--- src/rtl/subst_pkg.sv ---
package subst_pkg;

    localparam int SAMPLE_W    = 16;
    localparam int NUM_STREAMS = 2;
    localparam int IDX_PLAY    = 0;
    localparam int IDX_CAP     = 1;

    typedef logic [SAMPLE_W-1:0] sample_t;
    typedef logic [3:0]          slot_idx_t;

    typedef struct packed {
        sample_t left;
        sample_t right;
    } pair_t;

    localparam slot_idx_t SLOT_CTRL   = 4'd0;
    localparam slot_idx_t SLOT_CAP_R  = 4'd2;
    localparam slot_idx_t SLOT_CAP_L  = 4'd3;
    localparam slot_idx_t SLOT_PLAY_R = 4'd4;
    localparam slot_idx_t SLOT_PLAY_L = 4'd5;

    localparam int CTRL_PLAY_BIT = 0;
    localparam int CTRL_CAP_BIT  = 1;

    typedef enum logic [2:0] {
        ROLE_NONE,
        ROLE_CTRL,
        ROLE_CAP_R,
        ROLE_CAP_L,
        ROLE_PLAY_R,
        ROLE_PLAY_L
    } slot_role_e;

    function automatic slot_role_e slot_role(input slot_idx_t idx);
        case (idx)
            SLOT_CTRL:   return ROLE_CTRL;
            SLOT_CAP_R:  return ROLE_CAP_R;
            SLOT_CAP_L:  return ROLE_CAP_L;
            SLOT_PLAY_R: return ROLE_PLAY_R;
            SLOT_PLAY_L: return ROLE_PLAY_L;
            default:     return ROLE_NONE;
        endcase
    endfunction

    function automatic pair_t make_pair(input sample_t l, input sample_t r);
        pair_t p;
        p.left  = l;
        p.right = r;
        return p;
    endfunction

endpackage

--- src/rtl/subst_req_latch.sv ---
module subst_req_latch
    import subst_pkg::*;
(
    input  logic                   clk,
    input  logic                   rst,
    input  logic                   frame_end,
    input  logic [NUM_STREAMS-1:0] icpt_en,
    input  logic [NUM_STREAMS-1:0] buf_full,
    output logic [NUM_STREAMS-1:0] req_now,
    output logic [NUM_STREAMS-1:0] req_q
);

    always_comb begin
        req_now = icpt_en & ~buf_full;
    end

    always_ff @(posedge clk) begin
        if (rst) begin
            req_q <= '0;
        end else if (frame_end) begin
            req_q <= req_now;
        end
    end

    AST_REQ_HELD_IN_FRAME: assert property (@(posedge clk) disable iff (rst)
        !frame_end |=> $stable(req_q));

    AST_REQ_TAKEN_AT_END: assert property (@(posedge clk) disable iff (rst)
        frame_end |=> (req_q == $past(req_now)));

endmodule

--- src/rtl/subst_slot_decode.sv ---
module subst_slot_decode
    import subst_pkg::*;
(
    input  logic                   clk,
    input  logic                   rst,
    input  logic                   slot_stb,
    input  slot_idx_t              slot_idx,
    input  sample_t                slot_data,
    input  logic                   frame_end,
    input  logic                   modem_mode,
    input  logic                   rate_lock,
    input  logic [NUM_STREAMS-1:0] icpt_en,
    input  logic [NUM_STREAMS-1:0] req_q,
    output logic [NUM_STREAMS-1:0] push,
    output pair_t [NUM_STREAMS-1:0] push_pair
);

    logic                   flag_play_q;
    logic                   flag_cap_q;
    sample_t                pend_right_q [NUM_STREAMS];
    slot_role_e             role;
    logic [NUM_STREAMS-1:0] qual;

    always_comb begin
        role = slot_stb ? slot_role(slot_idx) : ROLE_NONE;
    end

    // control flags and held right samples
    always_ff @(posedge clk) begin
        if (rst) begin
            flag_play_q <= 1'b0;
            flag_cap_q  <= 1'b0;
            for (int s = 0; s < NUM_STREAMS; s++) begin
                pend_right_q[s] <= '0;
            end
        end else begin
            if (frame_end) begin
                flag_play_q <= 1'b0;
                flag_cap_q  <= 1'b0;
            end
            case (role)
                ROLE_CTRL: begin
                    flag_play_q <= slot_data[CTRL_PLAY_BIT];
                    flag_cap_q  <= slot_data[CTRL_CAP_BIT];
                    for (int s = 0; s < NUM_STREAMS; s++) begin
                        pend_right_q[s] <= '0;
                    end
                end
                ROLE_CAP_R: begin
                    if (!modem_mode) begin
                        pend_right_q[IDX_CAP] <= slot_data;
                    end
                end
                ROLE_PLAY_R: begin
                    pend_right_q[IDX_PLAY] <= slot_data;
                end
                default: ;
            endcase
        end
    end

    // acceptance gating
    always_comb begin
        qual[IDX_PLAY] = flag_play_q & icpt_en[IDX_PLAY] & req_q[IDX_PLAY];
        qual[IDX_CAP]  = (rate_lock ? flag_play_q : flag_cap_q)
                         & icpt_en[IDX_CAP] & req_q[IDX_CAP];
    end

    // pair commit on the later slot of each pair
    always_comb begin
        push[IDX_PLAY]      = (role == ROLE_PLAY_L) && qual[IDX_PLAY];
        push_pair[IDX_PLAY] = make_pair(slot_data, pend_right_q[IDX_PLAY]);
        push[IDX_CAP]       = (role == ROLE_CAP_L) && qual[IDX_CAP];
        if (modem_mode) begin
            push_pair[IDX_CAP] = make_pair(slot_data, slot_data);
        end else begin
            push_pair[IDX_CAP] = make_pair(slot_data, pend_right_q[IDX_CAP]);
        end
    end

    AST_PLAY_PUSH_NEEDS_REQ: assert property (@(posedge clk) disable iff (rst)
        push[IDX_PLAY] |-> (req_q[IDX_PLAY] && icpt_en[IDX_PLAY]));

    AST_CAP_PUSH_NEEDS_REQ: assert property (@(posedge clk) disable iff (rst)
        push[IDX_CAP] |-> (req_q[IDX_CAP] && icpt_en[IDX_CAP]));

    AST_MODEM_MONO: assert property (@(posedge clk) disable iff (rst)
        (push[IDX_CAP] && modem_mode) |->
        (push_pair[IDX_CAP].left == push_pair[IDX_CAP].right));

    AST_PLAY_ON_LEFT_SLOT: assert property (@(posedge clk) disable iff (rst)
        push[IDX_PLAY] |-> (slot_stb && slot_idx == SLOT_PLAY_L));

    AST_CAP_ON_LEFT_SLOT: assert property (@(posedge clk) disable iff (rst)
        push[IDX_CAP] |-> (slot_stb && slot_idx == SLOT_CAP_L));

endmodule

--- src/rtl/subst_pair_fifo.sv ---
module subst_pair_fifo
    import subst_pkg::*;
#(
    parameter  int DEPTH = 4,
    localparam int PTR_W = (DEPTH > 1) ? $clog2(DEPTH) : 1,
    localparam int CNT_W = $clog2(DEPTH + 1)
) (
    input  logic             clk,
    input  logic             rst,
    input  logic             push,
    input  pair_t            wr_pair,
    input  logic             pop,
    output pair_t            head,
    output logic [CNT_W-1:0] count,
    output logic             full,
    output logic             ovf
);

    pair_t            mem [DEPTH];
    logic [PTR_W-1:0] wr_ptr;
    logic [PTR_W-1:0] rd_ptr;
    logic             empty;
    logic             do_push;
    logic             do_pop;

    function automatic logic [PTR_W-1:0] ptr_next(input logic [PTR_W-1:0] p);
        return (p == PTR_W'(DEPTH - 1)) ? '0 : p + 1'b1;
    endfunction

    always_comb begin
        full    = (count == CNT_W'(DEPTH));
        empty   = (count == '0);
        do_push = push && !full;
        do_pop  = pop && !empty;
        head    = mem[rd_ptr];
    end

    always_ff @(posedge clk) begin
        if (rst) begin
            wr_ptr <= '0;
            rd_ptr <= '0;
            count  <= '0;
            ovf    <= 1'b0;
            for (int i = 0; i < DEPTH; i++) begin
                mem[i] <= '0;
            end
        end else begin
            if (do_push) begin
                mem[wr_ptr] <= wr_pair;
                wr_ptr      <= ptr_next(wr_ptr);
            end
            if (do_pop) begin
                rd_ptr <= ptr_next(rd_ptr);
            end
            if (do_push && !do_pop) begin
                count <= count + 1'b1;
            end else if (do_pop && !do_push) begin
                count <= count - 1'b1;
            end
            if (push && full) begin
                ovf <= 1'b1;
            end
        end
    end

    AST_COUNT_BOUNDED: assert property (@(posedge clk) disable iff (rst)
        count <= CNT_W'(DEPTH));

    AST_OVF_STICKY: assert property (@(posedge clk) disable iff (rst)
        ovf |=> ovf);

    AST_FULL_DROP: assert property (@(posedge clk) disable iff (rst)
        (push && full && !pop) |=> $stable(count));

    AST_EMPTY_POP_IGNORED: assert property (@(posedge clk) disable iff (rst)
        (pop && empty && !push) |=> (count == '0));

endmodule

--- src/rtl/subst_slot_rx.sv ---
module subst_slot_rx
    import subst_pkg::*;
#(
    parameter  int DEPTH = 4,
    localparam int CNT_W = $clog2(DEPTH + 1)
) (
    input  logic             clk,
    input  logic             rst,
    input  logic             slot_stb,
    input  logic [3:0]       slot_idx,
    input  logic [15:0]      slot_data,
    input  logic             frame_end,
    input  logic             play_icpt_en,
    input  logic             cap_icpt_en,
    input  logic             modem_mode,
    input  logic             rate_lock,
    input  logic             play_pop,
    input  logic             cap_pop,
    output logic             play_req,
    output logic             cap_req,
    output logic [15:0]      play_left,
    output logic [15:0]      play_right,
    output logic [15:0]      cap_left,
    output logic [15:0]      cap_right,
    output logic [CNT_W-1:0] play_count,
    output logic [CNT_W-1:0] cap_count,
    output logic             play_ovf,
    output logic             cap_ovf
);

    logic [NUM_STREAMS-1:0]  icpt_en;
    logic [NUM_STREAMS-1:0]  buf_full;
    logic [NUM_STREAMS-1:0]  req_now;
    logic [NUM_STREAMS-1:0]  req_q;
    logic [NUM_STREAMS-1:0]  push;
    logic [NUM_STREAMS-1:0]  pop;
    logic [NUM_STREAMS-1:0]  ovf;
    pair_t [NUM_STREAMS-1:0] push_pair;
    pair_t [NUM_STREAMS-1:0] head;
    logic [CNT_W-1:0]        count [NUM_STREAMS];

    always_comb begin
        icpt_en[IDX_PLAY] = play_icpt_en;
        icpt_en[IDX_CAP]  = cap_icpt_en;
        pop[IDX_PLAY]     = play_pop;
        pop[IDX_CAP]      = cap_pop;
    end

    subst_req_latch u_req (
        .clk       (clk),
        .rst       (rst),
        .frame_end (frame_end),
        .icpt_en   (icpt_en),
        .buf_full  (buf_full),
        .req_now   (req_now),
        .req_q     (req_q)
    );

    subst_slot_decode u_dec (
        .clk        (clk),
        .rst        (rst),
        .slot_stb   (slot_stb),
        .slot_idx   (slot_idx),
        .slot_data  (slot_data),
        .frame_end  (frame_end),
        .modem_mode (modem_mode),
        .rate_lock  (rate_lock),
        .icpt_en    (icpt_en),
        .req_q      (req_q),
        .push       (push),
        .push_pair  (push_pair)
    );

    for (genvar g = 0; g < NUM_STREAMS; g++) begin : g_buf
        subst_pair_fifo #(.DEPTH(DEPTH)) u_fifo (
            .clk     (clk),
            .rst     (rst),
            .push    (push[g]),
            .wr_pair (push_pair[g]),
            .pop     (pop[g]),
            .head    (head[g]),
            .count   (count[g]),
            .full    (buf_full[g]),
            .ovf     (ovf[g])
        );
    end

    always_comb begin
        play_req   = req_now[IDX_PLAY];
        cap_req    = req_now[IDX_CAP];
        play_left  = head[IDX_PLAY].left;
        play_right = head[IDX_PLAY].right;
        cap_left   = head[IDX_CAP].left;
        cap_right  = head[IDX_CAP].right;
        play_count = count[IDX_PLAY];
        cap_count  = count[IDX_CAP];
        play_ovf   = ovf[IDX_PLAY];
        cap_ovf    = ovf[IDX_CAP];
    end

    AST_REQ_LOW_WHEN_FULL: assert property (@(posedge clk) disable iff (rst)
        (play_count == CNT_W'(DEPTH)) |-> !play_req);

endmodule

--- config.mk ---
export PLATFORM = sky130hd
export DESIGN_NAME = subst_slot_rx
export DESIGN_NICKNAME = d
export VERILOG_FILES = /design/src/rtl/subst_pkg.sv /design/src/rtl/subst_req_latch.sv /design/src/rtl/subst_slot_decode.sv /design/src/rtl/subst_pair_fifo.sv /design/src/rtl/subst_slot_rx.sv
export SDC_FILE = /design/constraint.sdc
export NUM_CORES = 1
export LEC_CHECK = 0
export BUFFER_PORTS_ARGS = -buffer_cell sky130_fd_sc_hd__buf_2
export CORE_ASPECT_RATIO = 1.25
export CORE_UTILIZATION = 60
export CTS_CLUSTER_DIAMETER = 40
export CTS_CLUSTER_SIZE = 28
export DETAILED_ROUTE_END_ITERATION = 16
export PLACE_DENSITY = 0.82
export SYNTH_ARGS = -nofsm -noshare
export SYNTH_HDL_FRONTEND = slang
export SYNTH_SLANG_ARGS = --single-unit
--- constraint.sdc ---
create_clock -name clk -period 6.85 [get_ports clk]
set_clock_uncertainty 0.05 [all_clocks]
set_input_delay 1.37 -clock clk [delete_from_list [all_inputs] [get_ports clk]]
set_output_delay 1.37 -clock clk [all_outputs]
set_load 0.01 [all_outputs]
==> Implementation_results.wiki, run 1 <==
{| class="wikitable"
! Metric !! Value
|-
| 1st-iter DRT viols || 611
|-
| Leak pwr || 5.37 nW
|-
| Tcrit/Tclk final || 53.2%
|-
| Antenna violations before repair || 2
|-
| Top Ports || 104
|-
| Crit path required time || 5430 ps
|-
| Startpoint types || flip-flop
|-
| Clock Root Buffer || sky130_fd_sc_hd__clkbuf_16
|-
| Asr flop ratio synth || 0%
|-
| Clock tree sinks || 312
|-
| Ratio of cells with drive above 1 in the final layout || 26.5%
|-
| Final-report max-slew violation count || 0
|-
| Later-pin clock latency in the skew report || 550 ps
|-
| Synthesized area per cell || 15.2 um2
|-
| Total grt overflow || 0
|-
| Layout filler cell count || 1383
|-
| # setup viols final || 0
|-
| Via count normalized by instance count || 6.43
|-
| # rows || 61
|-
| Endpoint kind of the worst setup timing path || output port
|-
| Via count of the first global-routing pass || 8230
|-
| Area added between synthesis and finish || 12.9%
|-
| Post-route setup slack || 3210 ps
|-
| Average detailed-routed wire length per instance || 23.3 um
|-
| Number of synthesized register bits || 312
|-
| Worst voltage drop across the vdd grid || 0.292 mV
|-
| Number of synthesized flops with an enable pin || 288
|-
| Clock tree from TritonCTS || built
|-
| Worst-case setup slack after placement || 2920 ps
|-
| Highest Clock Rate || 0.274 GHz
|-
| Drt pass-1 iters || 5
|-
| Power density normalized to cell area || 314 nW/um2
|-
| Die Area || 23200 um2
|-
| Fraction of the yosys area taken by sequential cells || 67.5%
|-
| Number of vias after detailed routing || 8118
|-
| Result of the run || finished clean
|-
| Total nets after synthesis || 926
|-
| RSZ-0062 raised after global routing || false
|-
| Routed wire length || 29.4 mm
|-
| Register clock-pin slew on the reported worst setup and hold paths || 60 ps
|-
| Hold-fix buffer count after cts || 0
|-
| Class of the most critical hold timing path || flip-flop to flip-flop
|-
| Ys Warns || 0
|-
| Core area || 22200 um2
|-
| Hold violation total from the final report || 0
|-
| Leading cell type in the layout, fill and taps excluded || sky130_fd_sc_hd__edfxtp_1
|-
| Cell area after synthesis || 13500 um2
|-
| Post-Route Setup TNS || 0 ps
|-
| Tmin final || 3640 ps
|-
| Max-cap violation count || 0
|-
| Number of distinct library cells after synthesis || 46
|-
| First-pass GRT wire length || 44.9 mm
|-
| Gates resized, CTS repair || 0
|-
| Arrival time worst endpoint || 2220 ps
|-
| Post-Synthesis Cells || 888
|-
| Most used DFF post-synth || sky130_fd_sc_hd__edfxtp_1
|-
| Fin cells || 1262
|-
| Horizontal die dimension || 136 um
|-
| Leading cell types in the layout, fill and taps excluded || sky130_fd_sc_hd__edfxtp_1 (288), sky130_fd_sc_hd__buf_2 (103), sky130_fd_sc_hd__nor3_1 (98)
|-
| Maximum number of pins on one net before global-route repair || 129
|-
| Worst relative slew slack || 14.7%
|-
| Transition at the pin with the smallest max-transition slack || 1280 ps
|-
| # DRC || 0
|-
| Number of nets in the final layout || 992
|-
| Effective utilization at floorplan || 60.9%
|-
| H-tree depth reported by CTS || 1
|-
| Critical setup path kind || flip-flop to output port
|-
| Number of nets with antenna violations after routing || 0
|-
| Maximum number of buffers from clock root to sink || 3
|-
| Number of buffers added by the clock tree synthesis step || 30
|-
| Count of placed standard cells including taps || 1205
|-
| I/O Buffers || 103
|-
| Crit Path Max Fanout || 32
|-
| RD Place Congestion || 0.777
|-
| Total half-perimeter wirelength after legalization and detailed placement || 17.6 mm
|-
| Number of buffers added for setup after CTS || 0
|-
| Die Ht || 170 um
|-
| Total GRT Usage || 26.1%
|}
worst paths after layout:
path | depth (start not counted) | endpoint | from | slack, ps
min reg2reg | 2 | g_buf[1].u_fifo.ovf$_SDFFE_PP0P_ | g_buf[1].u_fifo.ovf$_SDFFE_PP0P_ | 420
max reg2reg | 4 | g_buf[1].u_fifo.mem[2][23]$_SDFFCE_PN0P_ | g_buf[1].u_fifo.count[0]$_SDFFE_PP0P_ | 3940
max | 3 | cap_left[3] | flip-flop | 3210
min | 2 | g_buf[1].u_fifo.ovf$_SDFFE_PP0P_ | g_buf[1].u_fifo.ovf$_SDFFE_PP0P_ | 420
layer usage:
| metal | vias up | part of all wire, % | GRT usage, % |
|---|---|---|---|
| li1 | 3650 | - | - |
| met1 | 4025 | 37 | 33.1 |
| met2 | 366 | 52 | 43.9 |
| met3 | 75 | 7.5 | 4.23 |
| met4 | 2 | 3.8 | 12.7 |
| met5 | - | 0.044 | 0 |
state kept, by name, indices dropped and copies added, names as in the netlist, named ones only:
name	count
g_buf.u_fifo.mem	256
g_buf.u_fifo.wr_ptr	4
u_dec.flag_cap_q	1
u_dec.pend_right_q	32
g_buf.u_fifo.count	6
u_req.req_q	2
u_dec.flag_play_q	1
g_buf.u_fifo.rd_ptr	4
g_buf.u_fifo.ovf	2
cell type report:
class,count,area (um2),area share (%)
inverter,35,131,0.860
clock inverter,24,267,1.74
multi-input combinational,457,3990,26.1
sequential,312,9130,59.7
timing repair buffer,118,628,4.11
clock buffer,32,779,5.10
antenna,1,2.50,0.0164
tap,283,354,2.32
synthesized netlist by cell type (9+ instances only):
library cell                 n  area [um2]
sky130_fd_sc_hd__buf_1       9        33.8
sky130_fd_sc_hd__dfxtp_1    24         480
sky130_fd_sc_hd__and2_1     50         313
sky130_fd_sc_hd__inv_1      35         131
sky130_fd_sc_hd__nor3_1     98         490
sky130_fd_sc_hd__mux2i_1    22         220
sky130_fd_sc_hd__buf_2      29         145
sky130_fd_sc_hd__mux4_2     64        1440
sky130_fd_sc_hd__clkbuf_1   44         165
sky130_fd_sc_hd__nor2_1     41         154
sky130_fd_sc_hd__edfxtp_1  288        8650
sky130_fd_sc_hd__nor4_1     96         601
worst max-delay path, stage by stage (launching register included):
cell and delay (ps):
sky130_fd_sc_hd__dfxtp_2 310, sky130_fd_sc_hd__buf_4 510, sky130_fd_sc_hd__mux4_2 660, sky130_fd_sc_hd__buf_2 170
cells by family (layout without fill, tap and decap cells):
| family | count (synthesis) | count (layout) | share of synthesized area, % |
|---|---|---|---|
| compound gates | 28 | 28 | 1.48 |
| other cells | 0 | 1 | 0 |
| flops | 312 | 312 | 67.5 |
| simple gates | 329 | 329 | 13.8 |
| xor+xnor | 4 | 4 | 0.259 |
| mux | 88 | 88 | 12.4 |
| buf+inv | 119 | 209 | 3.68 |
| fa+ha+maj | 8 | 8 | 0.851 |
report_power, final:
group	internal, W	switching [W]	leakage [nW]
Combinational	0.000381	0.000503	1.72
Sequential	0.00217	0.0000516	3.15
Clock	0.000911	0.000791	0.502
stage by stage:
step / instance area [um2] / util [%] / total power, W / hold WS [ps]
floorplan: 13500 / - / 0.00287 / 395
global placement: 14200 / 64.1 / 0.00313 / 403
detailed placement: 14200 / 64.1 / 0.00315 / 414
CTS: 15300 / 68.8 / 0.00483 / 429
global route: 15300 / 68.8 / 0.00496 / 464
finish: 15300 / 68.8 / 0.00481 / 419
Power figures use the tool's default switching activity.
==> run 2, diff against run 1 <==
Settings changed: ABC_AREA from default to 1.
Clock period 6.85 ns to 3.75 ns, I/O delays scaled along.
==> run 2 against run 1 <==
Register-to-register slack lost 2800 ps; clock power grew 81%; worst hold slack lost 31 ps; flip-flop and latch count is the same; critical path depth grew 1; clock-buffer cell count shrank 3; area after synthesis shrank 0.50%; combinational power grew to 2.9 times the previous value; highest routed layer unchanged.
==> Implementation_results.wiki, run 2 <==
{| class="wikitable"
! Metric !! Value
|-
| Clock Root Buffer || sky130_fd_sc_hd__clkbuf_16
|-
| Area added between synthesis and finish || 12.9%
|-
| Series of cell instances along the critical path || clkinv_1 > o21ai_0 > o22ai_1 > buf_2
|-
| # rows || 60
|-
| Commonest cells in the synthesized netlist || sky130_fd_sc_hd__nor2_1 (320), sky130_fd_sc_hd__edfxtp_1 (288), sky130_fd_sc_hd__o21ai_0 (160), sky130_fd_sc_hd__nor3_1 (68), sky130_fd_sc_hd__o22ai_1 (65)
|-
| Drt pass-1 iters || 6
|-
| Critical Path Max Stage Delay || 750 ps
|-
| Core utilization of the finished layout || 69.8%
|-
| Register area || 9130 um2
|-
| Via count normalized by instance count || 6.23
|-
| Main area contributors after synthesis || sky130_fd_sc_hd__edfxtp_1 (64%), sky130_fd_sc_hd__nor2_1 (8.9%), sky130_fd_sc_hd__o21ai_0 (5.9%)
|-
| Fin cells || 1581
|-
| I/O Buffers || 103
|-
| Post-synth top area cell || sky130_fd_sc_hd__edfxtp_1
|-
| Number of synthesized register bits || 312
|-
| Max FFs per register || 256
|-
| Most used DFF post-synth || sky130_fd_sc_hd__edfxtp_1
|-
| Number of buffers added by the clock tree synthesis step || 29
|-
| Startpoint types || flip-flop
|-
| Total GRT Usage || 28.4%
|-
| Number of nets with antenna violations after routing || 0
|-
| Effective utilization at floorplan || 61.8%
|-
| Via count of the first global-routing pass || 9410
|-
| Leading cell type in the layout, fill and taps excluded || sky130_fd_sc_hd__nor2_1
|-
| Number of nets in the final layout || 1318
|-
| Total half-perimeter wirelength after legalization and detailed placement || 18.6 mm
|-
| Leak pwr || 5.79 nW
|-
| Clock tree sinks || 312
|-
| Average detailed-routed wire length per instance || 20.5 um
|-
| # DRC || 0
|-
| Clock tree from TritonCTS || built
|-
| Slowest library cell on the worst path || sky130_fd_sc_hd__clkinv_1
|-
| RD Place Congestion || 0.784
|-
| Layout filler cell count || 1450
|-
| Gates resized, CTS repair || 0
|-
| Antenna violations before repair || 1
|-
| Routed wire length || 32.4 mm
|-
| Leading cell types in the layout, fill and taps excluded || sky130_fd_sc_hd__nor2_1 (319), sky130_fd_sc_hd__edfxtp_1 (288), sky130_fd_sc_hd__o21ai_0 (157)
|-
| Ys Warns || 0
|-
| Number of vias after detailed routing || 9853
|-
| Tmin final || 3470 ps
|-
| Final-report max-slew violation count || 0
|-
| Count of placed standard cells including taps || 1528
|-
| Synthesized area per cell || 11.2 um2
|-
| Post-Synthesis Cells || 1197
|-
| Crit path required time || 2950 ps
|-
| Worst voltage drop across the vdd grid || 0.440 mV
|-
| Crit Path Max Fanout || 31
|-
| Cell with the most instances after synthesis || sky130_fd_sc_hd__nor2_1
|-
| H-tree depth reported by CTS || 1
|-
| Total grt overflow || 0
|-
| Arrival time worst endpoint || 2670 ps
|-
| Die Area || 23000 um2
|-
| Final instance area || 15200 um2
|-
| Number of distinct library cells after synthesis || 29
|-
| RSZ-0062 raised after global routing || false
|-
| Die Ht || 169 um
|-
| Max-cap violation count || 0
|-
| Core area || 21800 um2
|-
| Top Ports || 104
|-
| Transition at the pin with the smallest max-transition slack || 1030 ps
|-
| Yosys top cell area share || 64.2%
|-
| Tcrit/Tclk final || 92.6%
|-
| Placed inst area || 14200 um2
|-
| 1st-iter DRT viols || 1440
|-
| Highest Clock Rate || 0.288 GHz
|-
| Horizontal die dimension || 136 um
|-
| Result of the run || finished clean
|-
| Total nets after synthesis || 1235
|-
| Cell area after synthesis || 13500 um2
|-
| Area occupied by multi-input gates || 3720 um2
|-
| Hold violation total from the final report || 0
|-
| Endpoint kind of the worst setup timing path || output port
|-
| First-pass GRT wire length || 49.8 mm
|-
| Maximum number of buffers from clock root to sink || 3
|-
| # setup viols final || 0
|-
| Class of the most critical hold timing path || input port to flip-flop
|-
| Post-route setup slack || 276 ps
|-
| Ratio of cells with drive above 1 in the final layout || 18.3%
|-
| Power density normalized to cell area || 639 nW/um2
|-
| Worst relative slew slack || 31.4%
|-
| Ant. Diodes || 0
|-
| Asr flop ratio synth || 0%
|-
| Worst-case setup slack after placement || 545 ps
|-
| Largest registers || g_buf.u_fifo.mem (256), u_dec.pend_right_q (32), g_buf.u_fifo.count (6)
|-
| Register clock-pin slew on the reported worst setup and hold paths || 70 ps
|-
| Number of synthesized flops with an enable pin || 288
|-
| Worst Hold Margin || 388 ps
|-
| Critical setup path kind || flip-flop to output port
|-
| Hold-fix buffer count after cts || 0
|-
| Number of buffers added for setup after CTS || 0
|-
| Later-pin clock latency in the skew report || 550 ps
|-
| Register bank with the most flops || g_buf.u_fifo.mem
|-
| Maximum number of pins on one net before global-route repair || 66
|-
| Fraction of the yosys area taken by sequential cells || 67.8%
|}
==> run 2: cells by family after synthesis <==
logic type	count (synthesis)	synth area share (%)
AOI/OAI and AO/OA	245	9.90
xor gates and xnor gates	2	0.130
adders and majority gates	8	0.855
buffers and inverters	143	4.76
DFF	312	67.8
and+or+nand+nor	487	16.6
==> run 2: final timing paths <==
check,startpoint,endpoint,slack (ps),depth (start not counted)
worst max-delay path,flip-flop,cap_right[3],280,4
worst min-delay path,frame_end,u_req.req_q[0]$_SDFFE_PP0P_,390,2
worst max register to register,u_dec.flag_cap_q$_SDFFE_PP0P_,g_buf[1].u_fifo.mem[0][4]$_SDFFCE_PN0P_,1170,9
worst min register to register,g_buf[0].u_fifo.ovf$_SDFFE_PP0P_,g_buf[0].u_fifo.ovf$_SDFFE_PP0P_,420,2
==> run 2: final cells by class <==
| class | instances | area share [%] |
|---|---|---|
| clock buffers | 29 | 4.77 |
| clock inverters | 24 | 1.89 |
| inverters | 63 | 1.56 |
| multi-input cells | 742 | 24.5 |
| flip-flops and latches | 312 | 60.1 |
| well taps | 279 | 2.30 |
| repair buffers | 132 | 4.91 |
==> run 2: per-layer routing <==
metal  global-route usage [%]  share of wire (%)
met3                     3.32                9.1
met2                     47.1                 50
met4                     11.6                3.9
met1                     38.3                 37
met5                        0              0.040
==> run 2: critical path, delay by kind of cell (launching register included) <==
| family | cells | cell delay [ps] |
|---|---|---|
| AO/OA/AOI/OAI | 2 | 850 |
| buffers and inverters | 2 | 940 |
| flip-flops | 1 | 350 |
==> run 2: through the flow <==
step	power, W	setup TNS, ps
final	0.00971	0
after global routing	0.0101	0
after CTS	0.00969	0
after detailed placement	0.00667	0
after global placement	0.00661	0
after floorplan	0.00567	-75160
==> run 2: power breakdown <==
group,total (W),switching [W],internal [W]
sequential,0.00408,0.000100,0.00398
combinational,0.00256,0.00172,0.000833
clock,0.00307,0.00148,0.00159
==> run 3, diff against run 2 <==
Settings changed: CORE_UTILIZATION 60 to 35, PLACE_DENSITY 0.82 to 0.53, SKIP_LAST_GASP from default to 1.
Clock period 3.75 ns to 4.4 ns, I/O delays scaled along.
==> run 3 against run 2 <==
Clock-buffer cell count is 12 higher; power decreased by 7.6%; via count shrank 5.9%; highest routed layer is now met4.
==> Implementation_results.wiki, run 3 (synthesized netlist as in run 2, its figures left out) <==
{| class="wikitable"
! Metric !! Value
|-
| Number of buffers added by the clock tree synthesis step || 37
|-
| Crit Path Max Fanout || 33
|-
| Routed met1 length || 15.3 mm
|-
| Crit path required time || 3470 ps
|-
| Switching power share of the total || 32.1%
|-
| Fin cells || 1804
|-
| Ratio of cells with drive above 1 in the final layout || 19.0%
|-
| Total half-perimeter wirelength after legalization and detailed placement || 21.0 mm
|-
| Placed inst area || 14500 um2
|-
| Leading cell types in the layout, fill and taps excluded || sky130_fd_sc_hd__nor2_1 (319), sky130_fd_sc_hd__edfxtp_1 (288), sky130_fd_sc_hd__o21ai_0 (157)
|-
| Net load switching power || 0.00288 W
|-
| Result of the run || finished clean
|-
| Internal power || 0.00610 W
|-
| Tmin final || 3610 ps
|-
| Effective utilization at floorplan || 35.8%
|-
| Part of the total power dissipated in combinational logic || 24.6%
|-
| Total GRT Usage || 18.5%
|-
| Later-pin clock latency in the skew report || 540 ps
|-
| Clock tree sinks || 312
|-
| Max-cap violation count || 0
|-
| Layout filler cell count || 3565
|-
| Top Ports || 104
|-
| Leading cell type in the layout, fill and taps excluded || sky130_fd_sc_hd__nor2_1
|-
| Critical setup path kind || flip-flop to output port
|-
| Power density normalized to cell area || 569 nW/um2
|-
| Register bank with the most flops || g_buf.u_fifo.mem
|-
| Class of the most critical hold timing path || flip-flop to flip-flop
|-
| Final instance area || 15800 um2
|-
| I/O Buffers || 103
|-
| Register clock-pin slew on the reported worst setup and hold paths || 60 ps
|-
| Number of buffers added for setup after CTS || 0
|-
| Tcrit/Tclk final || 82.0%
|-
| Clock power frac || 36.6%
|-
| Maximum number of buffers from clock root to sink || 3
|-
| Hold violation total from the final report || 0
|-
| Die Ht || 221 um
|-
| Total grt overflow || 0
|-
| Core area || 37600 um2
|-
| Met2 wire length || 17.8 mm
|-
| RSZ-0062 raised after global routing || false
|-
| Max FFs per register || 256
|-
| Proportion of power drawn by flip-flops and latches || 38.8%
|-
| Largest registers || g_buf.u_fifo.mem (256), u_dec.pend_right_q (32), g_buf.u_fifo.count (6)
|-
| Maximum number of pins on one net before global-route repair || 66
|-
| Final-report max-slew violation count || 0
|-
| Post-Route Setup TNS || 0 ps
|-
| Via count of the first global-routing pass || 9368
|-
| First-pass GRT wire length || 55.3 mm
|-
| Area added between synthesis and finish || 17.2%
|-
| Tot Pwr || 0.00898 W
|-
| # DRC || 0
|-
| Number of vias after detailed routing || 9269
|-
| Arrival time worst endpoint || 2680 ps
|-
| Startpoint types || flip-flop
|-
| Worst relative slew slack || 29.7%
|-
| Horizontal die dimension || 177 um
|-
| 1st-iter DRT viols || 729
|-
| Uppermost metal layer occupied by signal nets || met4
|-
| Antenna violations before repair || 0
|-
| Transition at the pin with the smallest max-transition slack || 1050 ps
|-
| Die Area || 39300 um2
|-
| # setup viols final || 0
|-
| Endpoint kind of the worst setup timing path || output port
|-
| RD Place Congestion || 0.780
|-
| # rows || 79
|-
| Ant. Diodes || 0
|-
| Clock tree from TritonCTS || built
|-
| Gates resized, CTS repair || 0
|-
| Leak pwr || 5.94 nW
|-
| Met3 layer wire length in the routed design || 1.83 mm
|-
| Count of placed standard cells including taps || 1736
|-
| Average detailed-routed wire length per instance || 19.9 um
|-
| Worst voltage drop across the vdd grid || 0.261 mV
|-
| Hold-fix buffer count after cts || 0
|-
| Number of nets with antenna violations after routing || 0
|-
| Highest Clock Rate || 0.277 GHz
|-
| Via count normalized by instance count || 5.14
|-
| Drt pass-1 iters || 5
|-
| Clock Root Buffer || sky130_fd_sc_hd__clkbuf_16
|-
| Number of nets in the final layout || 1327
|-
| H-tree depth reported by CTS || 2
|-
| Routed wire length || 35.8 mm
|}
run 3: power groups by stage:
stage	clock, W	sequential, W	combinational, W
after floorplan	0	0.00354	0.00130
after global placement	0	0.00354	0.00223
after detailed placement	0	0.00355	0.00224
after CTS	0.00334	0.00348	0.00225
after global routing	0.00344	0.00350	0.00245
final	0.00328	0.00348	0.00221
run 3: stage by stage:
stage	util [%]	setup WS, ps	hold slack [ps]
2_1_floorplan	-	-158	410
3_3_place_gp	38.5	1150	411
3_5_place_dp	38.5	1120	410
4_1_cts	42.0	732	431
5_1_grt	42.0	570	457
6_report	42.0	793	421
run 3: metal layers:
metal | global-route usage [%] | vias to the layer above
li1 | - | 4417
met1 | 24.4 | 4549
met2 | 31.1 | 250
met3 | 2.78 | 53
met4 | 6.04 | 0
met5 | 0 | -
run 3: worst max-delay path, stage by stage (launching register included):
cell                       delay, ps
sky130_fd_sc_hd__dfxtp_2         320
sky130_fd_sc_hd__clkinv_1        700
sky130_fd_sc_hd__buf_4           550
sky130_fd_sc_hd__o21ai_0         220
sky130_fd_sc_hd__o22ai_1         170
sky130_fd_sc_hd__buf_2           180
run 3: worst paths after layout:
check                                         start                                  endpoint  slack [ps]  depth (start not counted)
max reg2reg  g_buf[1].u_fifo.wr_ptr[0]$_SDFFE_PP0P_  g_buf[1].u_fifo.mem[0][27]$_SDFFCE_PN0P_        1860                          5
min reg2reg        g_buf[0].u_fifo.ovf$_SDFFE_PP0P_          g_buf[0].u_fifo.ovf$_SDFFE_PP0P_         420                          2
max                                       flip-flop                             play_right[5]         790                          5
min                g_buf[0].u_fifo.ovf$_SDFFE_PP0P_          g_buf[0].u_fifo.ovf$_SDFFE_PP0P_         420                          2
run 3: layout make-up:
cell class	count	area (um2)	share of cell area (%)
Inverter	63	236	1.50
Clock inverter	27	343	2.17
Clock buffer	41	983	6.23
Multi-Input combinational cell	742	3740	23.7
Timing Repair Buffer	133	741	4.69
Tap cell	486	608	3.85
Sequential cell	312	9130	57.9
